### config.mk
export PLATFORM = sky130hd
export DESIGN_NAME = wpsr_ctrl
export DESIGN_NICKNAME = d
export VERILOG_FILES = /design/src/rtl/wpsr_pkg.sv /design/src/rtl/wp_region_guard.sv /design/src/rtl/wp_cycle_timer.sv /design/src/rtl/wp_status_fsm.sv /design/src/rtl/wpsr_ctrl.sv
export SDC_FILE = /design/constraint.sdc
export NUM_CORES = 1
export LEC_CHECK = 0
export BUFFER_PORTS_ARGS = -buffer_cell sky130_fd_sc_hd__buf_4
export CORE_ASPECT_RATIO = 0.75
export CORE_UTILIZATION = 55
export CTS_CLUSTER_DIAMETER = 30
export DETAILED_ROUTE_END_ITERATION = 6
export GPL_ROUTABILITY_DRIVEN = 0
export PLACE_DENSITY = 0.8
export SETUP_SLACK_MARGIN = 0.5
export SKIP_LAST_GASP = 1
export SLEW_MARGIN = 20
export SYNTH_ARGS = -nofsm -noshare
export SYNTH_HDL_FRONTEND = slang
export SYNTH_HIERARCHICAL = 1
export SYNTH_SLANG_ARGS = --single-unit
### constraint.sdc
create_clock -name clk -period 5 [get_ports clk]
set_input_delay 1 -clock clk [delete_from_list [all_inputs] [get_ports clk]]
set_output_delay 1 -clock clk [all_outputs]
set_load 0.1 [all_outputs]
### src/rtl/wpsr_pkg.sv
package wpsr_pkg;

    typedef enum logic [1:0] {
        ST_IDLE        = 2'd0,
        ST_ARRAY_PROG  = 2'd1,
        ST_STATUS_PROG = 2'd2
    } wp_state_t;

    typedef enum logic [1:0] {
        PROT_NONE    = 2'b00,
        PROT_QUARTER = 2'b01,
        PROT_HALF    = 2'b10,
        PROT_ALL     = 2'b11
    } prot_t;

    localparam int unsigned STS_W        = 8;
    localparam int unsigned STS_PEN_BIT  = 7;
    localparam int unsigned STS_BP_HI    = 3;
    localparam int unsigned STS_BP_LO    = 2;
    localparam int unsigned STS_WEL_BIT  = 1;
    localparam int unsigned STS_BUSY_BIT = 0;

endpackage

### src/rtl/wp_region_guard.sv
module wp_region_guard
    import wpsr_pkg::*;
#(
    parameter int unsigned ADDR_W = 12
) (
    input  logic [1:0]        bp,
    input  logic [ADDR_W-1:0] addr,
    output logic              blocked
);

    localparam int unsigned TOP = ADDR_W - 1;

    logic in_upper_half;
    logic in_upper_quarter;

    assign in_upper_half    = addr[TOP];
    assign in_upper_quarter = addr[TOP] & addr[TOP-1];

    always_comb begin
        unique case (prot_t'(bp))
            PROT_NONE:    blocked = 1'b0;
            PROT_QUARTER: blocked = in_upper_quarter;
            PROT_HALF:    blocked = in_upper_half;
            PROT_ALL:     blocked = 1'b1;
            default:      blocked = 1'b1;
        endcase
    end

endmodule

### src/rtl/wp_cycle_timer.sv
module wp_cycle_timer #(
    parameter int unsigned CYC_LEN = 50000
) (
    input  logic clk,
    input  logic rst_n,
    input  logic start,
    output logic running,
    output logic done
);

    localparam int unsigned CW = (CYC_LEN < 2) ? 1 : $clog2(CYC_LEN);
    localparam logic [CW-1:0] LAST = CW'(CYC_LEN - 1);

    logic [CW-1:0] cnt;

    assign done = running && (cnt == LAST);

    always_ff @(posedge clk or negedge rst_n) begin
        if (!rst_n) begin
            cnt     <= '0;
            running <= 1'b0;
        end else if (!running) begin
            if (start) begin
                cnt     <= '0;
                running <= 1'b1;
            end
        end else if (done) begin
            running <= 1'b0;
            cnt     <= '0;
        end else begin
            cnt <= cnt + 1'b1;
        end
    end

endmodule

### src/rtl/wp_status_fsm.sv
module wp_status_fsm
    import wpsr_pkg::*;
(
    input  logic       clk,
    input  logic       rst_n,
    input  logic       cmd_wren,
    input  logic       cmd_wrdi,
    input  logic       cmd_wrsr,
    input  logic [7:0] wrsr_data,
    input  logic       cmd_commit,
    input  logic       addr_blocked,
    input  logic       wp_n,
    input  logic       tmr_done,
    output logic       tmr_start,
    output wp_state_t  state,
    output logic       wel,
    output logic       pen,
    output logic [1:0] bp
);

    wp_state_t  state_nx;
    logic       idle;
    logic       pin_locked;
    logic       take_commit;
    logic       take_wrsr;
    logic       pend_pen;
    logic [1:0] pend_bp;

    assign idle        = (state == ST_IDLE);
    assign pin_locked  = pen && !wp_n;
    assign take_commit = idle && cmd_commit && wel && !addr_blocked;
    assign take_wrsr   = idle && cmd_wrsr && wel && !pin_locked && !take_commit;
    assign tmr_start   = take_commit || take_wrsr;

    always_comb begin
        state_nx = state;
        unique case (state)
            ST_IDLE: begin
                if (take_commit)    state_nx = ST_ARRAY_PROG;
                else if (take_wrsr) state_nx = ST_STATUS_PROG;
            end
            ST_ARRAY_PROG:  if (tmr_done) state_nx = ST_IDLE;
            ST_STATUS_PROG: if (tmr_done) state_nx = ST_IDLE;
            default:        state_nx = ST_IDLE;
        endcase
    end

    always_ff @(posedge clk or negedge rst_n) begin
        if (!rst_n) state <= ST_IDLE;
        else        state <= state_nx;
    end

    always_ff @(posedge clk or negedge rst_n) begin
        if (!rst_n) begin
            wel      <= 1'b0;
            pen      <= 1'b0;
            bp       <= 2'b00;
            pend_pen <= 1'b0;
            pend_bp  <= 2'b00;
        end else begin
            unique case (state)
                ST_IDLE: begin
                    if (take_wrsr) begin
                        pend_pen <= wrsr_data[STS_PEN_BIT];
                        pend_bp  <= wrsr_data[STS_BP_HI:STS_BP_LO];
                    end else if (!take_commit) begin
                        if (cmd_wren)      wel <= 1'b1;
                        else if (cmd_wrdi) wel <= 1'b0;
                    end
                end
                ST_ARRAY_PROG: begin
                    if (tmr_done) wel <= 1'b0;
                end
                ST_STATUS_PROG: begin
                    if (tmr_done) begin
                        wel <= 1'b0;
                        pen <= pend_pen;
                        bp  <= pend_bp;
                    end
                end
                default: wel <= 1'b0;
            endcase
        end
    end

endmodule

### src/rtl/wpsr_ctrl.sv
module wpsr_ctrl
    import wpsr_pkg::*;
#(
    parameter int unsigned ADDR_W  = 12,
    parameter int unsigned CYC_LEN = 50000
) (
    input  logic              clk,
    input  logic              rst_n,
    input  logic              cmd_wren,
    input  logic              cmd_wrdi,
    input  logic              cmd_wrsr,
    input  logic [7:0]        wrsr_data,
    input  logic              cmd_commit,
    input  logic [ADDR_W-1:0] commit_addr,
    input  logic              wp_n,
    output logic [7:0]        status_o,
    output logic              wr_allowed_o,
    output logic              busy_o,
    output logic              array_rd_ok_o
);

    wp_state_t  state;
    logic       wel;
    logic       pen;
    logic [1:0] bp;
    logic       blocked;
    logic       tmr_start;
    logic       tmr_done;
    logic       tmr_running;
    logic       unused_bits;

    assign unused_bits = ^{wrsr_data[6:4], wrsr_data[1:0], tmr_running};

    wp_region_guard #(.ADDR_W(ADDR_W)) u_guard (
        .bp      (bp),
        .addr    (commit_addr),
        .blocked (blocked)
    );

    wp_cycle_timer #(.CYC_LEN(CYC_LEN)) u_timer (
        .clk     (clk),
        .rst_n   (rst_n),
        .start   (tmr_start),
        .running (tmr_running),
        .done    (tmr_done)
    );

    wp_status_fsm u_fsm (
        .clk          (clk),
        .rst_n        (rst_n),
        .cmd_wren     (cmd_wren),
        .cmd_wrdi     (cmd_wrdi),
        .cmd_wrsr     (cmd_wrsr),
        .wrsr_data    (wrsr_data),
        .cmd_commit   (cmd_commit),
        .addr_blocked (blocked),
        .wp_n         (wp_n),
        .tmr_done     (tmr_done),
        .tmr_start    (tmr_start),
        .state        (state),
        .wel          (wel),
        .pen          (pen),
        .bp           (bp)
    );

    always_comb begin
        busy_o        = (state != ST_IDLE);
        array_rd_ok_o = !busy_o;
        wr_allowed_o  = wel && !busy_o && !blocked;
        status_o      = {pen, 3'b000, bp, wel, busy_o};
    end

endmodule

# [Yosys cells after proc, flatten, opt, wreduce, memory -nomap -nowiden]
# Index checks and enable logic that the tools add are counted.
[totals] elab_cells=64 register_bits=26 inputBits=27 output_inout_bits=11
[classes] reduce_logical=26 bitwise_logic=1 n_mux=17 add_sub_neg=1 eq_ne=11
[op_table] op="$mux W16" count=3
[op_table] op="$add A16 B1 Y16 const B" count=1
[op_table] op="$eq A16 B16 Y1 const B" count=1
[op_table] op="$logic_and A1 B1 Y1" count=11
[op_table] op="$mux W1" count=8
[op_table] op="$eq A2 B2 Y1 const B" count=3
[op_table] op="$mux W2" count=3
[op_table] op="$ne A3 B3 Y1 const B" count=2
[op_table] op="$reduce_and A2 Y1" count=3
[op_table] op="$logic_not A1 Y1" count=5
[op_table] op="$eq A2 B1 Y1 const B" count=2
[op_table] op="$logic_not A2 Y1" count=2
[op_table] op="$ne A2 B2 Y1 const B" count=2
[op_table] op="$pmux W1 S4" count=1
[op_table] op="$pmux W2 S2" count=1
[op_table] op="$reduce_and A4 Y1" count=1
[op_table] op="$reduce_bool A2 Y1" count=2
[op_table] op="$ne A2 B1 Y1 const B" count=1
[op_table] op="$pmux W1 S2" count=1
[op_table] op="$reduce_or A2 Y1" count=1
[op_table] op="$and A1 B1 Y1" count=1
[op_table] op="$logic_or A1 B1 Y1" count=1

# [Longest topological paths before layout]
# Gate-level depths: netlist of the first run.
[logic_depth] depth_word=9 mapped_depth=9 depth_no_buf=8

# [Modules after synthesis]
# Netlist of the first run, hierarchy kept.
[by_module_without_submodules] mod="wp_cycle_timer" n_inst=1 seq_area_each_um2=425.4 area_per_inst_um2=1016.0 cells_each=109
[by_module_without_submodules] mod="wp_status_fsm" n_inst=1 seq_area_each_um2=225.2 area_per_inst_um2=460.4 cells_each=41
[by_module_without_submodules] mod="wpsr_ctrl" n_inst=1 seq_area_each_um2=0.0 area_per_inst_um2=73.8 cells_each=10
[by_module_without_submodules] mod="wp_region_guard" n_inst=1 seq_area_each_um2=0.0 area_per_inst_um2=13.8 cells_each=3

# [Least setup slack after synthesis of the first run]
# OpenSTA, ideal clock, no wires.
[synth_path] path_type="input port to output port" start="in commit_addr[11]" end="out wr_allowed_o" t_arrival_ns=2.894 path_slack_ns=1.106 path_buffers=0 required_ns=4.000 stages=3 path_cell_list="o21ai_1 nand2_1 nor4b_2"
[synth_between] elab_chain_len=4
[synth_rtl] item="from (decl)" line="wpsr_ctrl.sv:14" rtl="input logic [ADDR_W-1:0] commit_addr,"
[synth_rtl] item="$and A1 B1 Y1" line="wp_region_guard.sv:17" rtl="assign in_upper_quarter = addr[TOP] & addr[TOP-1];"
[synth_rtl] item="$pmux W1 S4 (*)" line="wp_region_guard.sv:20" rtl="unique case (prot_t'(bp))"
[synth_rtl] item="via blocked" line="wpsr_ctrl.sv:26" rtl="logic blocked;"
[synth_rtl] item="$logic_not A1 Y1 (*)" line="wpsr_ctrl.sv:69" rtl="wr_allowed_o = wel && !busy_o && !blocked;"
[synth_rtl] item="$logic_and A1 B1 Y1 (*)" line="wpsr_ctrl.sv:69"
[synth_rtl] item="to (decl)" line="wpsr_ctrl.sv:17" rtl="output logic wr_allowed_o,"
# Mark *: on every way through the listed nets, which the timed path passes. The rest lies on a longest branch.

# [Final worst setup path of the first run]
# Ends and elaborated chain as after synthesis.

==> results of run 1 <==
-- routing by layer --
metal | vias to the layer above | part of all wire (%)
li1 | 636 | -
met1 | 675 | 43
met2 | 60 | 49
met3 | 2 | 7.5
met4 | 0 | 0.37
met5 | - | 0
-- critical path, delay by kind of cell --
family          cells  cell delay (ns)
buf+inv             2             0.43
simple gates        2             0.31
compound gates      1             0.12
-- Yosys cell counts (2+ instances only) --
cell type | number | area, µm²
inv_1 | 6 | 22.52
nor2_1 | 7 | 26.28
a21o_1 | 3 | 22.52
nor3_1 | 3 | 15.01
o21ai_0 | 7 | 35.03
buf_4 | 7 | 52.55
a22o_1 | 3 | 26.28
mux2_2 | 3 | 33.78
nand3_1 | 10 | 50.05
or4_1 | 4 | 30.03
a21oi_1 | 5 | 25.02
or2_1 | 2 | 12.51
o31ai_1 | 4 | 30.03
dfrtp_1 | 26 | 650.6
or3_1 | 2 | 12.51
mux2_1 | 3 | 33.78
o311ai_0 | 2 | 17.52
nor4_1 | 6 | 37.54
nand2_1 | 17 | 63.81
ha_1 | 4 | 50.05
clkbuf_1 | 3 | 11.26
or2_2 | 2 | 12.51
nor3b_1 | 2 | 15.01
nand2b_1 | 2 | 12.51
nand4b_1 | 4 | 35.03
o21a_1 | 2 | 15.01
a211o_1 | 2 | 17.52
-- cell families (layout without fill, tap and decap cells) --
family,Yosys count,in the layout,share of synthesized area [%]
AOI/OAI and AO/OA,36,36,16.08
xor gates and xnor gates,1,1,0.5601
adders and majority gates,4,4,3.200
buffers and inverters,16,29,5.520
DFF,26,26,41.60
muxes,6,6,4.320
other,1,3,0.2398
and+or+nand+nor,73,73,28.48
-- cell usage in the layout, fill, tap and decap left out, types with 3 or more instances in the layout --
master | netlist | final
dfrtp_1 | 26 | 26
buf_4 | 7 | 19
nand2_1 | 17 | 17
nand3_1 | 10 | 10
nor2_1 | 7 | 7
o21ai_0 | 7 | 7
inv_1 | 6 | 6
nor4_1 | 6 | 6
a21oi_1 | 5 | 5
nand4b_1 | 4 | 4
ha_1 | 4 | 4
or4_1 | 4 | 4
o31ai_1 | 4 | 4
conb_1 | 1 | 3
clkbuf_8 | 0 | 3
mux2_2 | 3 | 3
mux2_1 | 3 | 3
a21o_1 | 3 | 3
nor3_1 | 3 | 3
a22o_1 | 3 | 3
-- flip-flops by register name (all words and copies together), names as in the netlist --
| register | count |
|---|---|
| u_fsm/pen | 1 |
| u_timer/running | 1 |
| u_timer/cnt | 16 |
| u_fsm/state | 2 |
| u_fsm/pend_pen | 1 |
| u_fsm/bp | 2 |
| u_fsm/wel | 1 |
| u_fsm/pend_bp | 2 |
-- worst paths after layout --
path	startpoint	end	slack, ns	cells after the start
worst max-delay path	commit_addr[11]	wr_allowed_o	2.13	5
worst min-delay path	u_fsm/pend_bp[0]	u_fsm/pend_bp[0]	0.49	1
worst max register to register	u_timer/cnt[13]	u_timer/cnt[14]	2.67	4
worst min register to register	u_fsm/pend_bp[0]	u_fsm/pend_bp[0]	0.49	1
max in group asynchronous	rst_n	u_timer/cnt[15]	4.12	1
min in group asynchronous	rst_n	u_fsm/state[0]	0.62	1
-- power breakdown --
group          total [mW]  switching [mW]  leakage, nW  internal, mW
Combinational       0.431           0.295        0.412         0.136
Clock               0.171          0.0635       0.0357         0.107
Sequential          0.354          0.0812        0.333         0.273
Total               0.955           0.439        0.781         0.516
-- through the flow --
stage                     power [mW]  worst slack, ns  util [%]
final                         0.9551            2.135     66.35
after global placement        0.7617            2.163     63.67
after detailed placement      0.7813            2.119     63.67
after floorplan               0.6933            1.106         -
after CTS                     0.9548            2.118     66.35
after global routing           1.005            2.068     66.35
-- cell type report --
class	instances	area, µm²
clock buffers	3	41.29
flip-flops and latches	26	650.6
fillers	213	895.9
inverters	6	22.52
well taps	36	45.04
clock inverters	1	30.03
multi-input cells	123	834.6
repair buffers	19	142.6
==> results by group, run 1 <==
Worst hold path
  • Hold WC Path Type: register to register

Die
  • Ports: 38
  • Die Footprint: 3063 µm²
  • Core box area: 2663 µm²
  • Starting Density: 58.74%
  • # rows: 16
  • DIE HEIGHT: 48.18 µm
  • Die Width: 63.58 µm

STA
  • Slew HR: 48.84%
  • Final Hold Slack: 0.4894 ns
  • Fmax: 0.3490 GHz
  • Crit share post-route: 57.30%
  • Min Tclk post-route: 2.865 ns
  • Worst-Margin Slew: 0.7617 ns
  • Final max-slew violation count: 0
  • Clk_skew: 0.001876 ns
  • RSZ-0062 raised after global routing: false
  • TNS Setup: 0 ns
  • Endpoints failing setup: 0
  • Final hold vios: 0

Worst setup path
  • CP endpoint kind: primary output
  • CP max-delay cell: buf_4
  • Critical-path maximum fanout: 2
  • Arrival time worst endpoint: 1.87 ns
  • Crit path cell chain: buf_4, o21ai_1, nand2_1, nor4b_2, buf_4
  • WS Path Type: primary input to primary output
  • Startpoint types: primary input
  • Critical path required time: 4.00 ns
  • CP dominant cell by count: buf_4
  • Crit path largest cell delay: 0.32 ns

Logic synthesis
  • Synth Warn #: 6
  • Synth Register Bits: 26
  • Mapped Cells: 163
  • Cell Area, Synth: 1564 µm²
  • Fraction of registers with async set/reset: 100.0%
  • Seq/Total Area, Yosys: 41.60%
  • Post-synth top flop: dfrtp_1
  • Mean Syn Cell Area: 9.595 µm²
  • Number of enable flip-flop cells after synthesis: 0
  • Yosys cell types: 49

Placed design
  • Placed Cells: 210
  • Number of I/O port buffers: 19
  • Placed cell area: 1695 µm²
  • Dpl hpwl: 2.585 mm

Pwr
  • Power Dens Cells: 540.6 nW/µm²
  • Static leakage: 0.7813 nW
  • VDD IR max: 284.2 µV

CTS
  • # hold bufs at CTS: 0
  • CTS tree: built
  • Max Root-Sink Buffers: 2
  • Postcts setup bufs: 0
  • H-Tree Depth: 1
  • Clk pin slew, worst setup/hold paths: 0.09 ns
  • Clock sinks: 26
  • Cts bufs inserted: 3
  • Skew-Pair Late Insertion Delay: 0.26 ns
  • Root Driver: clkbuf_8
  • Resize count post-CTS: 0

Flow run
  • MaxCap Viol Count: 0

Routing
  • DR WL/cell: 16.36 µm
  • Number of DRC markers in iteration 0: 144
  • Drt drc: 0
  • Post-DRT Antenna Nets: 0
  • Pre-antenna DRT Iters: 4
  • Drt via density: 6.416
  • Routed wire length: 3.501 mm
  • Via Count: 1373

GRT
  • M1 GR Usage: 32.80%
  • Initial antenna violation count: 0
  • Gr usage total: 25.21%
  • Vias in the first global route: 1228
  • M2 GR Usage: 44.04%
  • Busiest grt layer: met2
  • Largest net degree at the start of global routing: 27
  • GRT overflow: 0
  • GR Util met3: 5.607%
  • First-pass GRT wire length: 5.768 mm

Cells and area
  • Non-filler instance count after layout: 214
  • Share of layout cells above drive strength 1: 18.54%
  • Synthesis-to-finish area growth: 12.96%
  • Layout Nets: 210
  • Final Instance Area: 1767 µm²
  • N_diodes: 0

Status
  • Status: complete, no violations
No activity file was read; power rests on OpenSTA's default activity.
==> inputs of run 2 (changes only) <==
--- a/config.mk
+++ b/config.mk
@@ -7,11 +7,11 @@
 export LEC_CHECK = 0
 export BUFFER_PORTS_ARGS = -buffer_cell sky130_fd_sc_hd__buf_4
 export CORE_ASPECT_RATIO = 0.75
-export CORE_UTILIZATION = 55
+export CORE_UTILIZATION = 48
 export CTS_CLUSTER_DIAMETER = 30
 export DETAILED_ROUTE_END_ITERATION = 6
 export GPL_ROUTABILITY_DRIVEN = 0
-export PLACE_DENSITY = 0.8
+export PLACE_DENSITY = 0.74
 export SETUP_SLACK_MARGIN = 0.5
 export SKIP_LAST_GASP = 1
 export SLEW_MARGIN = 20
==> constraint.sdc (replaced) <==
create_clock -name clk -period 2.5 [get_ports clk]
set_input_delay 0.5 -clock clk [delete_from_list [all_inputs] [get_ports clk]]
set_output_delay 0.5 -clock clk [all_outputs]
set_load 0.1 [all_outputs]
==> results by group, run 2 (same netlist as run 1, synthesis figures left out) <==
Cells and area
  • Most frequent cells in the layout: 27 x buf_4, 23 x dfrtp_1, 16 x nand2_1, 9 x nand3_1, 7 x o21ai_0
  • Layout Nets: 219
  • Synthesis-to-finish area growth: 19.92%
  • Most common cell after layout, fill and taps aside: buf_4
  • Fill cells: 253
  • Biggest register: u_timer/cnt
  • Final Instance Area: 1876 µm²
  • Share of layout cells above drive strength 1: 28.88%
  • N_diodes: 0
  • Non-filler instance count after layout: 225
  • Fin util: 62.10%
  • Max reg flops: 16

Placed design
  • Placed cell area: 1752 µm²
  • Number of I/O port buffers: 19
  • Dpl hpwl: 2.660 mm
  • Placed Cells: 217
  • Place WS: 0.3427 ns

Pwr
  • VDD IR max: 586.1 µV
  • Combinational share of power: 49.3%
  • Sequential fraction of design power: 36.7%
  • Switching power: 0.8985 mW
  • Static leakage: 0.8322 nW
  • Pint: 1.016 mW
  • Total power: 1.914 mW
  • Part of the power in the clock network: 14.0%
  • Power Dens Cells: 1021 nW/µm²
  • Switching share of power: 46.94%

Worst setup path
  • R2R depth: 9
  • WS Path Type: register to primary output
  • Startpoint types: register
  • Crit path largest cell delay: 0.50 ns
  • Critical-path maximum fanout: 4
  • Crit path cell chain: o21ai_2, nand2_2, nor4b_4, buf_6
  • CP max-delay cell: dfrtp_4
  • Critical path required time: 2.00 ns
  • CP endpoint kind: primary output
  • Arrival time worst endpoint: 1.47 ns

Die
  • Core box area: 3020 µm²
  • # rows: 17
  • DIE HEIGHT: 51.44 µm
  • Die Footprint: 3493 µm²
  • Ports: 38
  • Die Width: 67.91 µm
  • Starting Density: 51.78%

STA
  • Clk_skew: 0.005998 ns
  • Fmax: 0.5075 GHz
  • Min Tclk post-route: 1.971 ns
  • Endpoints failing setup: 0
  • RSZ-0062 raised after global routing: true
  • Final max-slew violation count: 0
  • Crit share post-route: 78.82%
  • TNS Setup: 0 ns
  • Final hold vios: 0
  • Final Hold Slack: 0.1178 ns
  • Setup WS post-layout: 0.5294 ns

CTS
  • Max Root-Sink Buffers: 2
  • CTS tree: built
  • Skew-Pair Late Insertion Delay: 0.27 ns
  • Root Driver: clkbuf_8
  • H-Tree Depth: 1
  • Clock sinks: 26
  • # hold bufs at CTS: 0
  • Cts bufs inserted: 3
  • Clk pin slew, worst setup/hold paths: 0.09 ns

GRT
  • First-pass GRT wire length: 5.927 mm
  • GRT overflow: 0
  • Largest net degree at the start of global routing: 27
  • Initial antenna violation count: 0
  • Vias in the first global route: 1282
  • Gr usage total: 22.88%

Routing
  • Drt via density: 6.182
  • Via Count: 1391
  • Pre-antenna DRT Iters: 5
  • DR WL/cell: 16.00 µm
  • Post-DRT Antenna Nets: 0
  • Number of DRC markers in iteration 0: 142
  • Drt drc: 0
  • Routed wire length: 3.599 mm

Status
  • Status: complete, no violations

Worst hold path
  • Hold WC Path Type: primary input to asynchronous set/reset pin

Flow run
  • MaxCap Viol Count: 0
## run 2: cell types whose count changed in the layout (fill, tap and decap cells not counted), moves of 2 or more
| cell | previous run | this run |
|---|---|---|
| ha_1 | 4 | 2 |
| ha_2 | 0 | 2 |
| dfrtp_1 | 26 | 23 |
| dfrtp_2 | 0 | 2 |
| buf_4 | 19 | 27 |
## run 2: worst max-delay path, delay by kind of cell, from the launching register on
family	cells	cell delay (ns)
and+or+nand+nor	2	0.31
AOI/OAI and AO/OA	1	0.13
DFF	1	0.50
buffers and inverters	1	0.26
## run 2: timing repair
item | CTS | global route
hold endpoints to repair | 0 | 0
setup endpoints to repair | 9 | 13
pin swaps | 2 | 4
buffers inserted | 1 | 3
resized for setup | 6 | 5
## run 2: area by class of cell
class	instances	area (µm²)	share of cell area [%]
clock buffer	4	55.05	2.935
sequential	26	656.9	35.02
inverter	6	22.52	1.201
multi-input combinational	123	879.6	46.90
tap	38	47.55	2.535
timing repair buffer	28	214.0	11.41
## run 2: power by group through the flow
stage | registers (mW) | logic [mW] | clock network (mW)
floorplan | 0.668 | 0.736 | 0
global placement | 0.703 | 0.852 | 0
detailed placement | 0.712 | 0.881 | 0
CTS | 0.698 | 0.917 | 0.277
global route | 0.723 | 1.01 | 0.291
finish | 0.703 | 0.944 | 0.267
## run 2: final timing paths
check | slack [ns] | from | to
worst min register to register | 0.50 | u_fsm/pend_bp[1] | u_fsm/pend_bp[1]
min in group clk | 0.44 | wrsr_data[7] | u_fsm/pend_pen
worst max-delay path | 0.53 | u_fsm/bp[0] | wr_allowed_o
worst min-delay path | 0.12 | rst_n | u_fsm/state[1]
worst max register to register | 0.58 | u_fsm/state[0] | u_timer/cnt[15]
max in group asynchronous | 2.09 | rst_n | u_fsm/bp[0]
## run 2: per-layer routing
layer  track usage [%]  share of wire [%]  wire [µm]  vias to the layer above
li1                  -                  -          -                      653
met1             31.11                 45       1622                      683
met2             38.12                 48       1717                       51
met3             4.911                6.6        238                        4
met4             3.125               0.56         20                        0
met5                 0                  0          0                        -
==> inputs of run 3 (changes only) <==
==> constraint.sdc (replaced) <==
create_clock -name clk -period 1.8 [get_ports clk]
set_input_delay 0.36 -clock clk [delete_from_list [all_inputs] [get_ports clk]]
set_output_delay 0.36 -clock clk [all_outputs]
set_load 0.1 [all_outputs]
==> results by group, run 3 (same netlist as run 1, synthesis figures left out) <==
Worst setup path
  • R2R depth: 7
  • R2R Path Start: u_timer/cnt[11]
  • CP top delay family: simple AND/OR/NAND/NOR gates
  • Setup crit end: u_timer/cnt[11]
  • Arrival time worst endpoint: 2.19 ns
  • WP buf/inv: 3
  • WS Path Type: register to register
  • Crit path cell chain: or4b_4, buf_6, nor4_4, buf_4, buf_8, nor4b_4, a21o_1
  • Reg2Reg Setup Slack: -0.22 ns
  • Startpoint types: register
  • CP endpoint kind: register
  • Critical path required time: 1.97 ns
  • FF-to-FF End: u_timer/cnt[11]
  • CP Depth: 7
  • Crit path launch: u_timer/cnt[11]
  • Critical-path maximum fanout: 7
  • CP max-delay cell: or4b_4
  • Crit path largest cell delay: 0.59 ns

Die
  • Ports: 38
  • Core box area: 3020 µm²
  • Die Width: 67.91 µm
  • # rows: 17
  • Die Footprint: 3493 µm²
  • Starting Density: 51.78%
  • DIE HEIGHT: 51.44 µm

CTS
  • Cts bufs inserted: 3
  • Root Driver: clkbuf_8
  • Clk pin slew, worst setup/hold paths: 0.09 ns
  • H-Tree Depth: 1
  • Skew-Pair Late Insertion Delay: 0.27 ns
  • Max Root-Sink Buffers: 2
  • CTS tree: built
  • Clock sinks: 26

Worst hold path
  • Hold Startpoint: wrsr_data[7]
  • Hold WC Path Type: primary input to register

Routing
  • Pre-antenna DRT Iters: 5
  • Routed wire length: 4.940 mm
  • Drt via density: 6.232
  • Via Count: 1614
  • Number of DRC markers in iteration 0: 187
  • Post-DRT Antenna Nets: 0
  • Drt drc: 0
  • DR WL/cell: 19.07 µm

STA
  • Final Hold Slack: 0.3137 ns
  • Final max-slew violation count: 0
  • Min Tclk post-route: 2.018 ns
  • TNS Setup: -3.820 ns
  • Slew HR: 51.88%
  • RSZ-0062 raised after global routing: true
  • Worst-Margin Slew: 0.7209 ns
  • Endpoints failing setup: 25
  • Setup WS post-layout: -0.2179 ns
  • Crit share post-route: 112.1%
  • Final hold vios: 0
  • Clk_skew: 0.002935 ns
  • Fmax: 0.4956 GHz

GRT
  • Largest net degree at the start of global routing: 27
  • Gr usage total: 29.50%
  • Vias in the first global route: 1471
  • First-pass GRT wire length: 7.424 mm
  • GRT overflow: 0
  • Initial antenna violation count: 0

Cells and area
  • Most common cell after layout, fill and taps aside: buf_4
  • Layout Nets: 253
  • N_diodes: 0
  • Share of layout cells above drive strength 1: 53.85%
  • Non-filler instance count after layout: 259
  • Fill cells: 177
  • Most frequent cells in the layout: 41 x buf_4, 21 x dfrtp_1, 13 x nand2_1, 12 x buf_6, 7 x nand3_1
  • Max reg flops: 16
  • Biggest register: u_timer/cnt
  • Synthesis-to-finish area growth: 57.28%
  • Final Instance Area: 2460 µm²

Placed design
  • Placed cell area: 2011 µm²
  • Placed Cells: 241
  • Dpl hpwl: 3.001 mm
  • Number of I/O port buffers: 19

Status
  • Violated checks: setup timing
  • Status: finished with violations

Pwr
  • Power Dens Cells: 1404 nW/µm²
  • VDD IR max: 795.0 µV
  • Static leakage: 1.126 nW

Flow run
  • MaxCap Viol Count: 0
[run 3: changes by cell type in the layout (fill, tap and decap cells not counted), sizes merged]
cell / previous run / this run
bufinv: 0 / 1
dlygate4sd3: 0 / 1
buf: 28 / 61
clkbuf: 4 / 3
[run 3: what timing repair did]
item                                    4_1_cts  5_1_grt
endpoints found under the setup margin       34       34
pin swaps                                    11       16
gates resized for setup                      40       25
hold buffers                                  1        0
buffers inserted                              7        5
cloned                                        1        0
endpoints found under the hold margin        26        0
[run 3: stage by stage]
step,power [mW],util (%),worst slack [ns]
2_1_floorplan,2.121,-,-0.5215
3_3_place_gp,2.512,66.57,-0.02946
3_5_place_dp,2.574,66.57,-0.06712
4_1_cts,3.291,76.72,-0.2066
5_1_grt,3.607,81.44,-0.2899
6_report,3.452,81.44,-0.2179
[run 3: power by group]
part | internal [mW] | switching, mW
combinational | 0.882 | 1.16
sequential | 0.763 | 0.163
clock | 0.298 | 0.191
[run 3: metal layers]
| metal | GRT usage [%] | part of all wire [%] | routed length, µm |
|---|---|---|---|
| met3 | 6.027 | 7.8 | 384 |
| met1 | 43.00 | 44 | 2158 |
| met5 | 0 | 0 | 0 |
| met2 | 44.22 | 46 | 2270 |
| met4 | 7.639 | 2.6 | 127 |
[run 3: how the worst min path moves through the flow]
stage	slack (ns)	endpoint	cells after the start
after floorplan	0.06	u_fsm/pen	0
after global placement	0.29	u_fsm/wel	1
after detailed placement	0.29	u_timer/cnt[7]	1
after CTS	0.31	u_fsm/pend_pen	2
after global routing	0.30	u_fsm/pend_pen	2
final	0.31	u_fsm/pend_pen	2
[run 3: final cells by class]
type	instances	area, µm²	share of cell area [%]
Sequential cell	26	661.9	26.91
Multi-Input combinational cell	123	1054	42.83
Timing Repair Buffer	62	603.1	24.52
Clock inverter	1	30.03	1.221
Inverter	6	22.52	0.9156
Clock buffer	3	41.29	1.679
Tap cell	38	47.55	1.933
